<file path="config.mk">
export PLATFORM = sky130hd
export DESIGN_NAME = pulse_stretch
export DESIGN_NICKNAME = d
export VERILOG_FILES = /design/src/rtl/pulse_stretch.sv
export SDC_FILE = /design/constraint.sdc
export NUM_CORES = 1
export LEC_CHECK = 0
export ABC_CLOCK_PERIOD_IN_PS = 1100
export BUFFER_PORTS_ARGS = -buffer_cell sky130_fd_sc_hd__buf_2
export CORE_ASPECT_RATIO = 0.6
export CORE_MARGIN = 2
export CORE_UTILIZATION = 30
export DETAILED_ROUTE_END_ITERATION = 10
export GPL_TIMING_DRIVEN = 0
export SYNTH_ARGS = -nofsm -noshare
export SYNTH_HDL_FRONTEND = slang
export SYNTH_SLANG_ARGS = --single-unit
export TNS_END_PERCENT = 5
</file>
<file path="constraint.sdc">
create_clock -name clk -period 1.1 [get_ports clk]
set_input_delay 0.055 -clock clk [delete_from_list [all_inputs] [get_ports clk]]
set_output_delay 0.055 -clock clk [all_outputs]
set_load 0.1 [all_outputs]
</file>
<file path="src/rtl/pulse_stretch.sv">
module pulse_stretch #(
  parameter int unsigned TICK_DIV = 12_500_000
) (
  input  logic clk,
  input  logic rst,
  input  logic pulse_n,
  output logic strobe_n
);
  localparam int unsigned CW = (TICK_DIV > 2) ? $clog2(TICK_DIV) : 1;
  localparam logic [CW-1:0] LAST = CW'(TICK_DIV - 1);

  logic [CW-1:0] div_q;
  logic          tick;
  logic [1:0]    rel_q;
  logic          clr_n;
  logic [1:0]    stg_q;

  assign tick = (div_q == LAST);

  always_ff @(posedge clk) begin
    if (rst || tick) div_q <= '0;
    else             div_q <= div_q + 1'b1;
  end

  always_ff @(posedge clk or negedge pulse_n) begin
    if (!pulse_n)  rel_q <= 2'b00;
    else if (rst)  rel_q <= 2'b11;
    else           rel_q <= {rel_q[0], 1'b1};
  end

  assign clr_n = rel_q[1];

  always_ff @(posedge clk or negedge clr_n) begin
    if (!clr_n)     stg_q <= 2'b00;
    else if (rst)   stg_q <= 2'b11;
    else if (tick)  stg_q <= {stg_q[0], 1'b1};
  end

  assign strobe_n = &stg_q;
endmodule


</file>
==> qor.csv <==
metric;value;unit
start_util;31.2;%
clk_pin_slew;0.10;ns
power_leakage;0.560;nW
viasPerCell;5.01;
synth-seq-area-share;45.1;%
coreArea;4120;um^2
syn_inst;145;
grt_busiest_layer;met2;
cp_data_arrival_time;1.97;ns
finalCritPeriodShare;159;%
violations;setup timing;
synth.area.mux_share;0;%
nets;167;
dr.first_iter.drc_count;52;
port_buffers;3;
setup_viol_count_final;26;
boundaryPins;4;
clock_latency;0.28;ns
synth_common_cells;dfxtp_1, nor2_1, nand2_1, a21oi_1, xnor2_1;
power_frac_comb;4.6;%
synth_edf_count;0;
use_met2;19.9;%
wire_per_inst;13.8;um
row_count;18;
cts_buffers;3;
fillers;404;
drive_gt1_share;33.3;%
synth_compound_area_share;8.66;%
grt_pass1_vias;975;
critical_path_class;reg2reg;
p_per_area;1160;nW/um^2
synthAdderAreaFrac;0.973;%
first_pass_iters;4;
rr_startpoint;div_q[8];
synth_top_area_share;37.4;%
switchingPower;0.391;mW
antenna_found_initial;0;
diodes;0;
ys_async_sr_fraction;14.3;%
synth_top_family_by_area;simple AND/OR/NAND/NOR gates;
finalCriticalPeriod;1.75;ns
gr-usage-met3;3.92;%
cts-root-buf;clkbuf_8;
yosys.area_share.simple;32.1;%
switching_share;20.1;%
p_clk_share;42.3;%
setup_tns;-14.37;ns
finalWorstSetupSlack;-0.651;ns
report.final.hold_viol_count;0;
pre_cts_slack;-0.723;ns
crit_fanout;5;
cts_buffer_depth;2;
dpl.hpwl;2020;um
yosysMostFrequentCell;dfxtp_1;
ys_types;36;
wl;3070;um
met1_usage;18.9;%
timing.hold.ws;0.0275;ns
syn-num-nets;149;
synth_largest_area_cell;dfxtp_1;
grt_pass1_wl;4770;um
synth-xor-area-share;9.53;%
intPower;1.55;mW
status;finished with violations;
p_seq_share;53.1;%
grt_usage;13.5;%
area_growth_syn_to_layout;30.4;%
synth.avg_cell_area;8.87;um^2
grt_setup_unrepaired;yes;
yosys_warnings;0;
cts_max_level;1;
dieArea;4840;um^2
syn-cell-area;1290;um^2
vias;1113;
drv_cap;0;
drv_slew;0;
dieWidth;88.5;um
ant_nets;0;
cts.sinks;28;
grt_max_degree;17;
min_path_type;reg2async;
die_h;54.7;um
grt_overflow;0;
end_kind;flip-flop;
synth_flop_cell;dfxtp_1;
cp_data_required_time;1.32;ns
peakVddDrop;0.452;mV
max_clock_freq;0.571;GHz
finalClockSkew;0.00360;ns
drc_errors;0;
cts_tree;yes;
yosys-top-cells-area;dfxtp_1, dfrtp_1, xnor2_1;
place_congestion;0.775;
crit_start;div_q[8];
start_kind;flip-flop;
ys_seq_elements;28;
[layout make-up]
type	count	area, um^2	area share (%)
clock inverter	1	30.0	1.79
buffer	5	55.1	3.28
clock buffer	3	41.3	2.46
tap	60	75.1	4.48
timing repair buffer	13	101	6.04
multi-input combinational	107	742	44.3
sequential	28	613	36.6
inverter	5	18.8	1.12
[logic make-up after synthesis]
| kind of cell | after synthesis |
|---|---|
| simple gates | 72 |
| xor+xnor | 14 |
| other cells | 1 |
| fa+ha+maj | 1 |
| compound gates | 19 |
| buf+inv | 10 |
| flops | 28 |
[registers in the layout (all words and copies together) (netlist names)]
register,flops
div_q,24
rel_q,2
stg_q,2
[cell usage in the layout (no fill, tap or decap), types with 2 or more instances in the layout]
master	count
or4_4	4
dfxtp_4	6
nor2_1	17
o31ai_1	2
or3_4	2
nand2_1	8
a21oi_1	6
buf_6	4
inv_1	5
nor3_1	2
nor4_1	5
dlygate4sd3_1	2
clkbuf_8	4
nand3_1	6
xor2_1	6
nand4_1	7
or3_1	5
o21ai_0	6
dfxtp_1	10
xnor2_1	8
dfrtp_1	4
dfxtp_2	8
nand4_4	2
buf_2	2
and4_2	2
buf_4	9
a21oi_2	2
[stage by stage]
step / power (mW) / area (um^2) / instances / util (%)
finish: 1.95 / 1680 / 222 / 40.7
global route: 2.02 / 1680 / 222 / 40.7
CTS: 1.95 / 1630 / 221 / 39.6
detailed placement: 1.12 / 1430 / 208 / 34.6
global placement: 1.12 / 1430 / 208 / 34.6
floorplan: 1.11 / 1340 / 145 / -
[critical path: stages (launching register included)]
cell and delay, ns:
dfxtp_4 0.40, nand3_1 0.19, or4_4 0.56, or4_4 0.43, a21oi_2 0.12
[path summary, 6_finish.rpt]
path / endpoint / slack [ns] / cells after the start
min in group clk: rel_q[1] / 0.44 / 1
max reg2reg: div_q[18] / -0.65 / 4
min: stg_q[1] / 0.03 / 0
min reg2reg: stg_q[1] / 0.03 / 0
max: div_q[18] / -0.65 / 4
max in group asynchronous: rel_q[0] / 0.91 / 2
[metal layers]
layer	up-vias	wire length, um	share of wire (%)
met5	-	0	0
met4	0	45	1.5
met3	4	106	3.4
met2	19	1370	45
met1	534	1550	50
li1	556	-	-
[power by group through the flow]
stage / combinational, mW / sequential, mW / clock (mW)
final: 0.0898 / 1.03 / 0.822
after global routing: 0.0997 / 1.04 / 0.882
after CTS: 0.0822 / 1.03 / 0.836
after detailed placement: 0.0533 / 1.07 / 0
after global placement: 0.0516 / 1.07 / 0
after floorplan: 0.0392 / 1.07 / 0
[timing repair]
action / CTS / global route
endpoints found under the hold margin: 3 / 0
setup buffers: 7 / 1
pin swaps: 6 / 7
hold buffers: 2 / 0
endpoints found under the setup margin: 27 / 27
resized for setup: 21 / 12
No activity file was read; power rests on OpenSTA's default activity.
